--- src/rtl/ser_loader_pkg.sv ---
package ser_loader_pkg;

   // Which word the controller expects next.
   typedef enum logic [1:0] {
      ST_KEY  = 2'd0,
      ST_DATA = 2'd1,
      ST_FULL = 2'd2
   } load_state_t;

   // Register bank slot numbers; the key slot is filled first.
   localparam int unsigned SLOT_KEY  = 0;
   localparam int unsigned SLOT_DATA = 1;
   localparam int unsigned NUM_SLOTS = 2;

endpackage

--- src/rtl/ser_shifter.sv ---
module ser_shifter #(
   parameter int unsigned WORD_W    = 128,
   parameter bit          MSB_FIRST = 1'b1
) (
   input  logic              clk,
   input  logic              rst,
   input  logic              take_i,
   input  logic              bit_i,
   output logic [WORD_W-1:0] word_o,
   output logic              done_o
);
   localparam int unsigned CNT_W = (WORD_W > 1) ? $clog2(WORD_W) : 1;
   localparam logic [CNT_W-1:0] LAST_IDX = CNT_W'(WORD_W - 1);

   logic [WORD_W-1:0] shreg_q;
   logic [WORD_W-1:0] shreg_nxt;
   logic [CNT_W-1:0]  cnt_q;
   logic              done_q;
   logic              last_bit;

   generate
      if (MSB_FIRST) begin : g_msb
         always_comb shreg_nxt = {shreg_q[WORD_W-2:0], bit_i};
      end else begin : g_lsb
         always_comb shreg_nxt = {bit_i, shreg_q[WORD_W-1:1]};
      end
   endgenerate

   assign last_bit = take_i && (cnt_q == LAST_IDX);

   always_ff @(posedge clk) begin
      if (rst) begin
         shreg_q <= '0;
         cnt_q   <= '0;
         done_q  <= 1'b0;
      end else begin
         done_q <= last_bit;
         if (take_i) begin
            shreg_q <= shreg_nxt;
            cnt_q   <= last_bit ? '0 : cnt_q + 1'b1;
         end
      end
   end

   assign word_o = shreg_q;
   assign done_o = done_q;
endmodule

--- src/rtl/ser_load_ctrl.sv ---
module ser_load_ctrl
   import ser_loader_pkg::*;
(
   input  logic clk,
   input  logic rst,
   input  logic word_done_i,
   output logic accept_o,
   output logic ld_en_o,
   output logic ld_sel_o,
   output logic full_o
);
   load_state_t st_q;
   load_state_t st_nxt;

   always_comb begin
      st_nxt = st_q;
      if (word_done_i) begin
         case (st_q)
            ST_KEY:  st_nxt = ST_DATA;
            ST_DATA: st_nxt = ST_FULL;
            default: st_nxt = st_q;
         endcase
      end
   end

   always_ff @(posedge clk) begin
      if (rst) st_q <= ST_KEY;
      else     st_q <= st_nxt;
   end

   // The word is consumed in the strobe cycle, so taking bits resumes right after.
   assign accept_o = (st_q != ST_FULL) && !word_done_i;
   assign ld_en_o  = word_done_i && (st_q != ST_FULL);
   assign ld_sel_o = (st_q == ST_DATA);
   assign full_o   = (st_q == ST_FULL);
endmodule

--- src/rtl/ser_reg_bank.sv ---
module ser_reg_bank
   import ser_loader_pkg::*;
#(
   parameter int unsigned WORD_W = 128
) (
   input  logic              clk,
   input  logic              rst,
   input  logic              ld_en_i,
   input  logic              ld_sel_i,
   input  logic [WORD_W-1:0] word_i,
   output logic [WORD_W-1:0] key_o,
   output logic [WORD_W-1:0] data_o
);
   logic [WORD_W-1:0] slot_q [NUM_SLOTS];

   generate
      for (genvar g = 0; g < NUM_SLOTS; g++) begin : g_slot
         localparam logic SEL_VAL = (g == SLOT_DATA);
         always_ff @(posedge clk) begin
            if (rst)                                slot_q[g] <= '0;
            else if (ld_en_i && ld_sel_i == SEL_VAL) slot_q[g] <= word_i;
         end
      end
   endgenerate

   assign key_o  = slot_q[SLOT_KEY];
   assign data_o = slot_q[SLOT_DATA];
endmodule

--- src/rtl/ser_loader_top.sv ---
module ser_loader_top #(
   parameter int unsigned WORD_W    = 128,
   parameter bit          MSB_FIRST = 1'b1
) (
   input  logic              clk,
   input  logic              rst,
   input  logic              ser_bit_i,
   input  logic              send_i,
   output logic              rdy_o,
   output logic              rec_data_o,
   output logic [WORD_W-1:0] key_o,
   output logic [WORD_W-1:0] data_o,
   output logic              loaded_o
);
   generate
      if (WORD_W < 2) begin : g_bad_width
         $error("ser_loader_top: WORD_W must be at least 2");
      end
   endgenerate

   logic              take;
   logic              word_done;
   logic              accept;
   logic              ld_en;
   logic              ld_sel;
   logic [WORD_W-1:0] word;

   assign take = send_i && accept;

   ser_shifter #(.WORD_W(WORD_W), .MSB_FIRST(MSB_FIRST)) u_shift (
      .clk    (clk),
      .rst    (rst),
      .take_i (take),
      .bit_i  (ser_bit_i),
      .word_o (word),
      .done_o (word_done)
   );

   ser_load_ctrl u_ctrl (
      .clk         (clk),
      .rst         (rst),
      .word_done_i (word_done),
      .accept_o    (accept),
      .ld_en_o     (ld_en),
      .ld_sel_o    (ld_sel),
      .full_o      (loaded_o)
   );

   ser_reg_bank #(.WORD_W(WORD_W)) u_bank (
      .clk      (clk),
      .rst      (rst),
      .ld_en_i  (ld_en),
      .ld_sel_i (ld_sel),
      .word_i   (word),
      .key_o    (key_o),
      .data_o   (data_o)
   );

   assign rdy_o      = accept;
   assign rec_data_o = word_done;
endmodule

--- config.mk ---
export PLATFORM = sky130hd
export DESIGN_NAME = ser_loader_top
export DESIGN_NICKNAME = d
export VERILOG_FILES = /design/src/rtl/ser_loader_pkg.sv /design/src/rtl/ser_shifter.sv /design/src/rtl/ser_load_ctrl.sv /design/src/rtl/ser_reg_bank.sv /design/src/rtl/ser_loader_top.sv
export SDC_FILE = /design/constraint.sdc
export NUM_CORES = 1
export LEC_CHECK = 0
export BUFFER_PORTS_ARGS = -buffer_cell sky130_fd_sc_hd__buf_4
export CAP_MARGIN = 30
export CELL_PAD_IN_SITES_DETAIL_PLACEMENT = 1
export CELL_PAD_IN_SITES_GLOBAL_PLACEMENT = 2
export CORE_MARGIN = 2
export CORE_UTILIZATION = 33
export CTS_CLUSTER_SIZE = 14
export DETAILED_ROUTE_END_ITERATION = 16
export GPL_ROUTABILITY_DRIVEN = 0
export GPL_TIMING_DRIVEN = 1
export PLACE_DENSITY = 0.75
export SKIP_LAST_GASP = 1
export SLEW_MARGIN = 20
export SYNTH_ARGS = -nofsm -noshare
export SYNTH_HDL_FRONTEND = slang
export SYNTH_SLANG_ARGS = --single-unit
--- constraint.sdc ---
create_clock -name clk -period 4.8 [get_ports clk]
set_input_delay 0.48 -clock clk [delete_from_list [all_inputs] [get_ports clk]]
set_output_delay 0.48 -clock clk [all_outputs]
set_load 0.01 [all_outputs]
==> impl_metrics.py, run 1 <==
metrics = {
    "clock_tree": {
        "clk_path_buf_depth": 3,
        "clkLatencyLatePin_ns": 0.56,
        "cts_resized": 0,
        "cts_tree": "yes",
        "cts.clk_slew.worst_paths_ns": 0.06,
        "htreeDepth": 2,
        "hold_buffers": 0,
        "cts_sinks": 394,
        "postCtsSetupBuffers": 0,
        "cts-root-buf": "clkbuf_16",
        "numCtsBuffers": 43,
    },
    "timing": {
        "max_slew_margin_pct": 38.3,
        "whs_ns": 0.176,
        "maxSlewViolCount": 0,
        "min_period_over_period_pct": 57.4,
        "hold_violations": 0,
        "fin_skew_ns": 0.0141,
        "period_needed_ns": 2.76,
        "fin_setup_tns_ns": 0,
        "worstMarginPinSlew_ns": 0.923,
        "fin_ws_ns": 2.04,
        "fmax_mhz": 363,
        "setup_viol": 0,
        "rsz0062_at_grt": "false",
    },
    "drt": {
        "wire_per_inst_um": 17.1,
        "met3_length_um": 1880,
        "drt_iter0_drc": 370,
        "num_vias": 9069,
        "wl_met1_um": 14900,
        "drc": 0,
        "dr.max_layer_used": "met4",
        "final_antenna_net_count": 0,
        "viasPerCell": 4.48,
        "first_pass_iters": 4,
        "finalWirelength_um": 34600,
        "met2WireLength_um": 17000,
    },
    "floorplanning": {
        "ios": 263,
        "fp.dieH_um": 212,
        "rows": 76,
        "core-area_um2": 43000,
        "start_util_pct": 33.3,
        "die-area_um2": 45100,
        "die_w_um": 212,
    },
    "placed_design": {
        "place_ws_ns": 1.96,
        "placedCellCount": 1945,
        "place.port_buffers": 262,
        "place_area_um2": 16900,
        "hpwlAfterDp_um": 21700,
    },
    "final_layout": {
        "final_nets": 1410,
        "fin_cells": 2024,
        "final_util_pct": 42.7,
        "drive_above_1_share_pct": 24.7,
        "design_area_um2": 18400,
        "diodes": 0,
        "area_growth_pct": 28.2,
    },
    "synthesis": {
        "yosys.area_share.adder_pct": 0.0873,
        "syn_area_per_cell_um2": 12.4,
        "yosys.cell_types.count": 29,
        "synthXorXnorAreaFrac_pct": 0.183,
        "ys_ff_latch": 394,
        "syn_inst": 1155,
        "synthMuxAreaShare_pct": 0,
        "synth_top_family_by_area": "simple AND/OR/NAND/NOR gates",
        "synthesis.area_um2": 14300,
        "ys_seq_area_share_pct": 72.9,
        "synth-simple-area-share_pct": 19.1,
        "synth-warning-count": 0,
        "synthesis.nets": 1160,
        "synth_compound_gate_area_share_pct": 4.90,
    },
    "global_route": {
        "grt_max_degree": 88,
        "antenna_found_initial": 0,
        "grt_pass1_vias": 9328,
        "grt_first_pass_wirelength_um": 53900,
        "grt_util_all_layers_pct": 15.4,
        "grt_overflow": 0,
    },
    "job": {
        "max-cap-violations": 0,
    },
    "pwr": {
        "power_mw": 7.54,
        "seqPwrFrac_pct": 49.9,
        "switchingPower_mw": 1.60,
        "p_per_area_nw_per_um2": 411,
        "peakVddDrop_mv": 0.284,
        "comb_power_share_pct": 4.9,
        "p_int_mw": 5.94,
        "power.share.clock_pct": 45.3,
        "power_leakage_nw": 6.72,
        "p_sw_share_pct": 21.2,
    },
    "worst_setup_path": {
        "critPathArrivalTime_ns": 3.17,
        "worstPathMaxFanout": 87,
        "crit_path_end_kind": "flip-flop",
        "path_class": "reg -> reg",
        "start_kind": "flip-flop",
        "required_ns": 5.21,
    },
    "hold_path": {
        "hold_class": "in -> reg",
    },
    "status": {
        "outcome": "complete, no violations",
    },
}
==> logic make-up after synthesis <==
group                    count (synthesis)
AO/OA/AOI/OAI                          139
XOR/XNOR                                 3
adder cells (fa/ha/maj)                  1
buffers and inverters                   75
flip-flops                             394
AND/OR/NAND/NOR                        543
==> flip-flops by register name, indices dropped and copies added, names as in the netlist <==
signal / count
u_bank.slot_q: 256
u_shift.done_o: 1
u_shift.word_o: 128
u_ctrl.st_q: 2
u_shift.cnt_q: 7
==> power by group through the flow <==
stage | registers [mW] | clock network [mW] | logic (mW)
after floorplan | 3.89 | 0 | 0.0871
after detailed placement | 3.84 | 0 | 0.378
after global placement | 3.84 | 0 | 0.364
after global routing | 3.77 | 3.65 | 0.396
final | 3.76 | 3.41 | 0.367
after CTS | 3.77 | 3.52 | 0.378
==> cell usage in the layout (no fill, tap or decap), types with 2 or more instances in the layout <==
master	n
o21ai_0	2
xor2_1	2
clkinv_2	10
buf_12	3
nor2b_1	2
dfxtp_1	138
clkinv_1	2
buf_4	272
nor2_1	4
nand2_1	261
edfxtp_1	256
inv_1	2
buf_16	3
clkbuf_8	10
a21oi_1	135
nor2_4	2
nand3_1	4
bufinv_16	4
and2_1	257
nand2b_4	3
clkbuf_1	7
clkbuf_16	45
==> cell usage after synthesis (all sizes together) <==
library cell,n,area [um^2]
and3,1,6.26
nand4b,1,8.76
xor2,2,17.5
a21oi,135,676
clkbuf,29,124
xnor2,1,8.76
nand2,262,983
nand2b,4,32.5
a32oi,1,8.76
dfxtp,138,2760
nand3,4,20.0
ha,1,12.5
buf,44,272
nand3b,1,7.51
and4,1,8.76
nand4,1,6.26
a211oi,1,7.51
o21ai,2,10.0
nor2b,2,12.5
nor2,6,22.5
inv,2,7.51
nor3b,1,7.51
or3,1,6.26
and2,258,1610
edfxtp,256,7690
==> area by class of cell <==
class | count | area [um^2]
fill | 4576 | 24600
inverter | 2 | 7.51
clock inverter | 17 | 185
sequential | 394 | 10500
timing repair buffer | 278 | 2180
clock buffer | 62 | 1290
tap | 585 | 732
multi-input combinational | 686 | 3520
==> per-layer routing <==
metal  GRT usage [%]  vias up
li1                -     4368
met1            19.2     4455
met2            26.1      188
met3            4.06       58
met4            4.94        0
met5               0        -
==> critical path, stage by stage (launching register included) <==
cell      delay (ns)
dfxtp_1         0.39
nand2b_4        0.20
nand3_1         0.19
nor2_4          0.75
buf_4           0.71
and2_1          0.25
==> worst paths after layout <==
path	start	end	slack (ns)	depth (start not counted)
worst min-delay path	ser_bit_i	u_shift.word_o[0]	0.18	3
worst max register to register	u_ctrl.st_q[0]	u_bank.slot_q[0][37]	2.04	5
worst min register to register	u_shift.word_o[32]	u_shift.word_o[33]	0.48	2
worst max-delay path	u_ctrl.st_q[0]	u_bank.slot_q[0][37]	2.04	5
(Power assumes the default switching activity.)
==> inputs of run 2 (changes only) <==
--- a/config.mk
+++ b/config.mk
@@ -10,12 +10,12 @@
 export CELL_PAD_IN_SITES_DETAIL_PLACEMENT = 1
 export CELL_PAD_IN_SITES_GLOBAL_PLACEMENT = 2
 export CORE_MARGIN = 2
-export CORE_UTILIZATION = 33
+export CORE_UTILIZATION = 37
 export CTS_CLUSTER_SIZE = 14
 export DETAILED_ROUTE_END_ITERATION = 16
 export GPL_ROUTABILITY_DRIVEN = 0
 export GPL_TIMING_DRIVEN = 1
-export PLACE_DENSITY = 0.75
+export PLACE_DENSITY = 0.79
 export SKIP_LAST_GASP = 1
 export SLEW_MARGIN = 20
 export SYNTH_ARGS = -nofsm -noshare
==> constraint.sdc (replaced) <==
create_clock -name clk -period 2.7 [get_ports clk]
set_input_delay 0.27 -clock clk [delete_from_list [all_inputs] [get_ports clk]]
set_output_delay 0.27 -clock clk [all_outputs]
set_load 0.01 [all_outputs]
==> run 2 against run 1 <==
Register-to-register slack worse by 1.3 ns. Clock power is 63% higher. First-iteration DRC count is 4.1% higher. Critical path depth is 1 lower. Die area is 11% lower. Sequential share of layout area is 0.57 points higher. Final cell count is 3.3% lower. Fmax is 40% higher. Global-route usage is 1.5 points higher. Final area is 0.99% lower. Critical endpoint is now u_bank.slot_q[0][98].
==> impl_metrics.py, run 2 (synthesized netlist as in run 1, its figures left out) <==
metrics = {
    "worst_setup_path": {
        "critPathArrivalTime_ns": 2.19,
        "start_kind": "flip-flop",
        "crit_path_end_kind": "flip-flop",
        "required_ns": 2.92,
        "path_class": "reg -> reg",
        "worstPathMaxFanout": 40,
    },
    "global_route": {
        "grt_first_pass_wirelength_um": 54400,
        "grt_pass1_vias": 9422,
        "grt_overflow": 0,
        "grt_util_all_layers_pct": 16.9,
        "grt_max_degree": 82,
        "antenna_found_initial": 0,
    },
    "status": {
        "outcome": "complete, no violations",
    },
    "final_layout": {
        "diodes": 0,
        "final_common_cell": "buf_4",
        "drive_above_1_share_pct": 24.0,
        "nFillCells": 4049,
        "top_register": "u_bank.slot_q",
        "largest_reg_flops": 256,
        "final_nets": 1410,
        "area_growth_pct": 26.9,
        "most-common-layout-cells": "buf_4 (267), nand2_1 (261), and2_1 (257)",
    },
    "clock_tree": {
        "clk_path_buf_depth": 3,
        "cts.clk_slew.worst_paths_ns": 0.06,
        "clkLatencyLatePin_ns": 0.55,
        "cts_sinks": 394,
        "cts-root-buf": "clkbuf_16",
        "numCtsBuffers": 43,
        "postCtsSetupBuffers": 0,
        "cts_tree": "yes",
        "htreeDepth": 2,
    },
    "timing": {
        "hold_violations": 0,
        "fin_ws_ns": 0.725,
        "worstMarginPinSlew_ns": 0.699,
        "max_slew_margin_pct": 53.4,
        "fin_setup_tns_ns": 0,
        "min_period_over_period_pct": 73.2,
        "fmax_mhz": 506,
        "fin_skew_ns": 0.0147,
        "setup_viol": 0,
        "rsz0062_at_grt": "false",
        "whs_ns": 0.131,
        "period_needed_ns": 1.98,
        "maxSlewViolCount": 0,
    },
    "floorplanning": {
        "start_util_pct": 37.3,
        "die-area_um2": 40300,
        "rows": 72,
        "core-area_um2": 38500,
        "ios": 263,
        "fp.dieH_um": 201,
        "die_w_um": 201,
    },
    "job": {
        "max-cap-violations": 0,
    },
    "placed_design": {
        "hpwlAfterDp_um": 21400,
        "place.port_buffers": 262,
        "place_ws_ns": 0.680,
    },
    "drt": {
        "wire_per_inst_um": 17.4,
        "viasPerCell": 4.63,
        "num_vias": 9068,
        "final_antenna_net_count": 0,
        "first_pass_iters": 4,
        "drc": 0,
        "drt_iter0_drc": 385,
        "finalWirelength_um": 34000,
    },
    "pwr": {
        "power_leakage_nw": 6.66,
        "power_mw": 12.9,
        "peakVddDrop_mv": 0.456,
        "p_per_area_nw_per_um2": 710,
    },
    "hold_path": {
        "hold_class": "in -> reg",
    },
}
## run 2: cell types whose count changed in the layout (fill, tap and decap cells not counted), moves of 4 or more
cell	delta
clkbuf_1	+5
buf_12	+7
buf_4	-5
clkbuf_8	-5
clkinv_1	+4
## run 2: area by class of cell
cell class | instances | area [um^2] | share of cell area (%)
inverters | 2 | 7.51 | 0.0413
well taps | 518 | 648 | 3.56
multi-input cells | 686 | 3520 | 19.3
clock buffers | 60 | 1190 | 6.54
repair buffers | 278 | 2210 | 12.2
flip-flops and latches | 394 | 10500 | 57.5
clock inverters | 20 | 158 | 0.867
## run 2: timing repair
action / in CTS / in global routing
hold buffers: 1 / 0
resized for setup: 0 / 0
hold endpoints to repair: 1 / 0
## run 2: metrics by stage
stage / instance area (um^2) / instances / util (%)
after floorplan: 14300 / 1155 / -
after global placement: 16800 / 1877 / 43.7
after detailed placement: 16800 / 1877 / 43.7
after CTS: 18200 / 1958 / 47.3
after global routing: 18200 / 1958 / 47.3
final: 18200 / 1958 / 47.3
## run 2: critical path, stage by stage (launching register included)
cell	delay [ns]
dfxtp_1	0.39
nand2b_4	0.20
nand3_1	0.21
nand2b_4	0.50
buf_12	0.31
## run 2: worst paths after layout
| path | depth (start not counted) | slack [ns] | endpoint | from |
|---|---|---|---|---|
| max reg2reg | 4 | 0.72 | u_bank.slot_q[0][98] | u_ctrl.st_q[0] |
| min reg2reg | 2 | 0.47 | u_shift.word_o[127] | u_shift.word_o[127] |
| max | 4 | 0.72 | u_bank.slot_q[0][98] | u_ctrl.st_q[0] |
| min | 2 | 0.13 | u_shift.cnt_q[2] | rst |
## run 2: metal layers
layer,wire [um],vias to the layer above,global-route usage [%]
met5,0,-,0
met4,830,0,5.34
met3,1680,51,3.91
met2,16600,191,28.5
met1,14900,4451,21.6
li1,-,4375,-
## run 2: power by group
| group | internal (mW) | switching, mW | leakage [nW] | total, mW |
|---|---|---|---|---|
| clock network | 3.28 | 2.30 | 0.663 | 5.57 |
| registers | 6.60 | 0.0805 | 3.54 | 6.68 |
| logic | 0.272 | 0.383 | 2.45 | 0.656 |
| total | 10.2 | 2.76 | 6.66 | 12.9 |
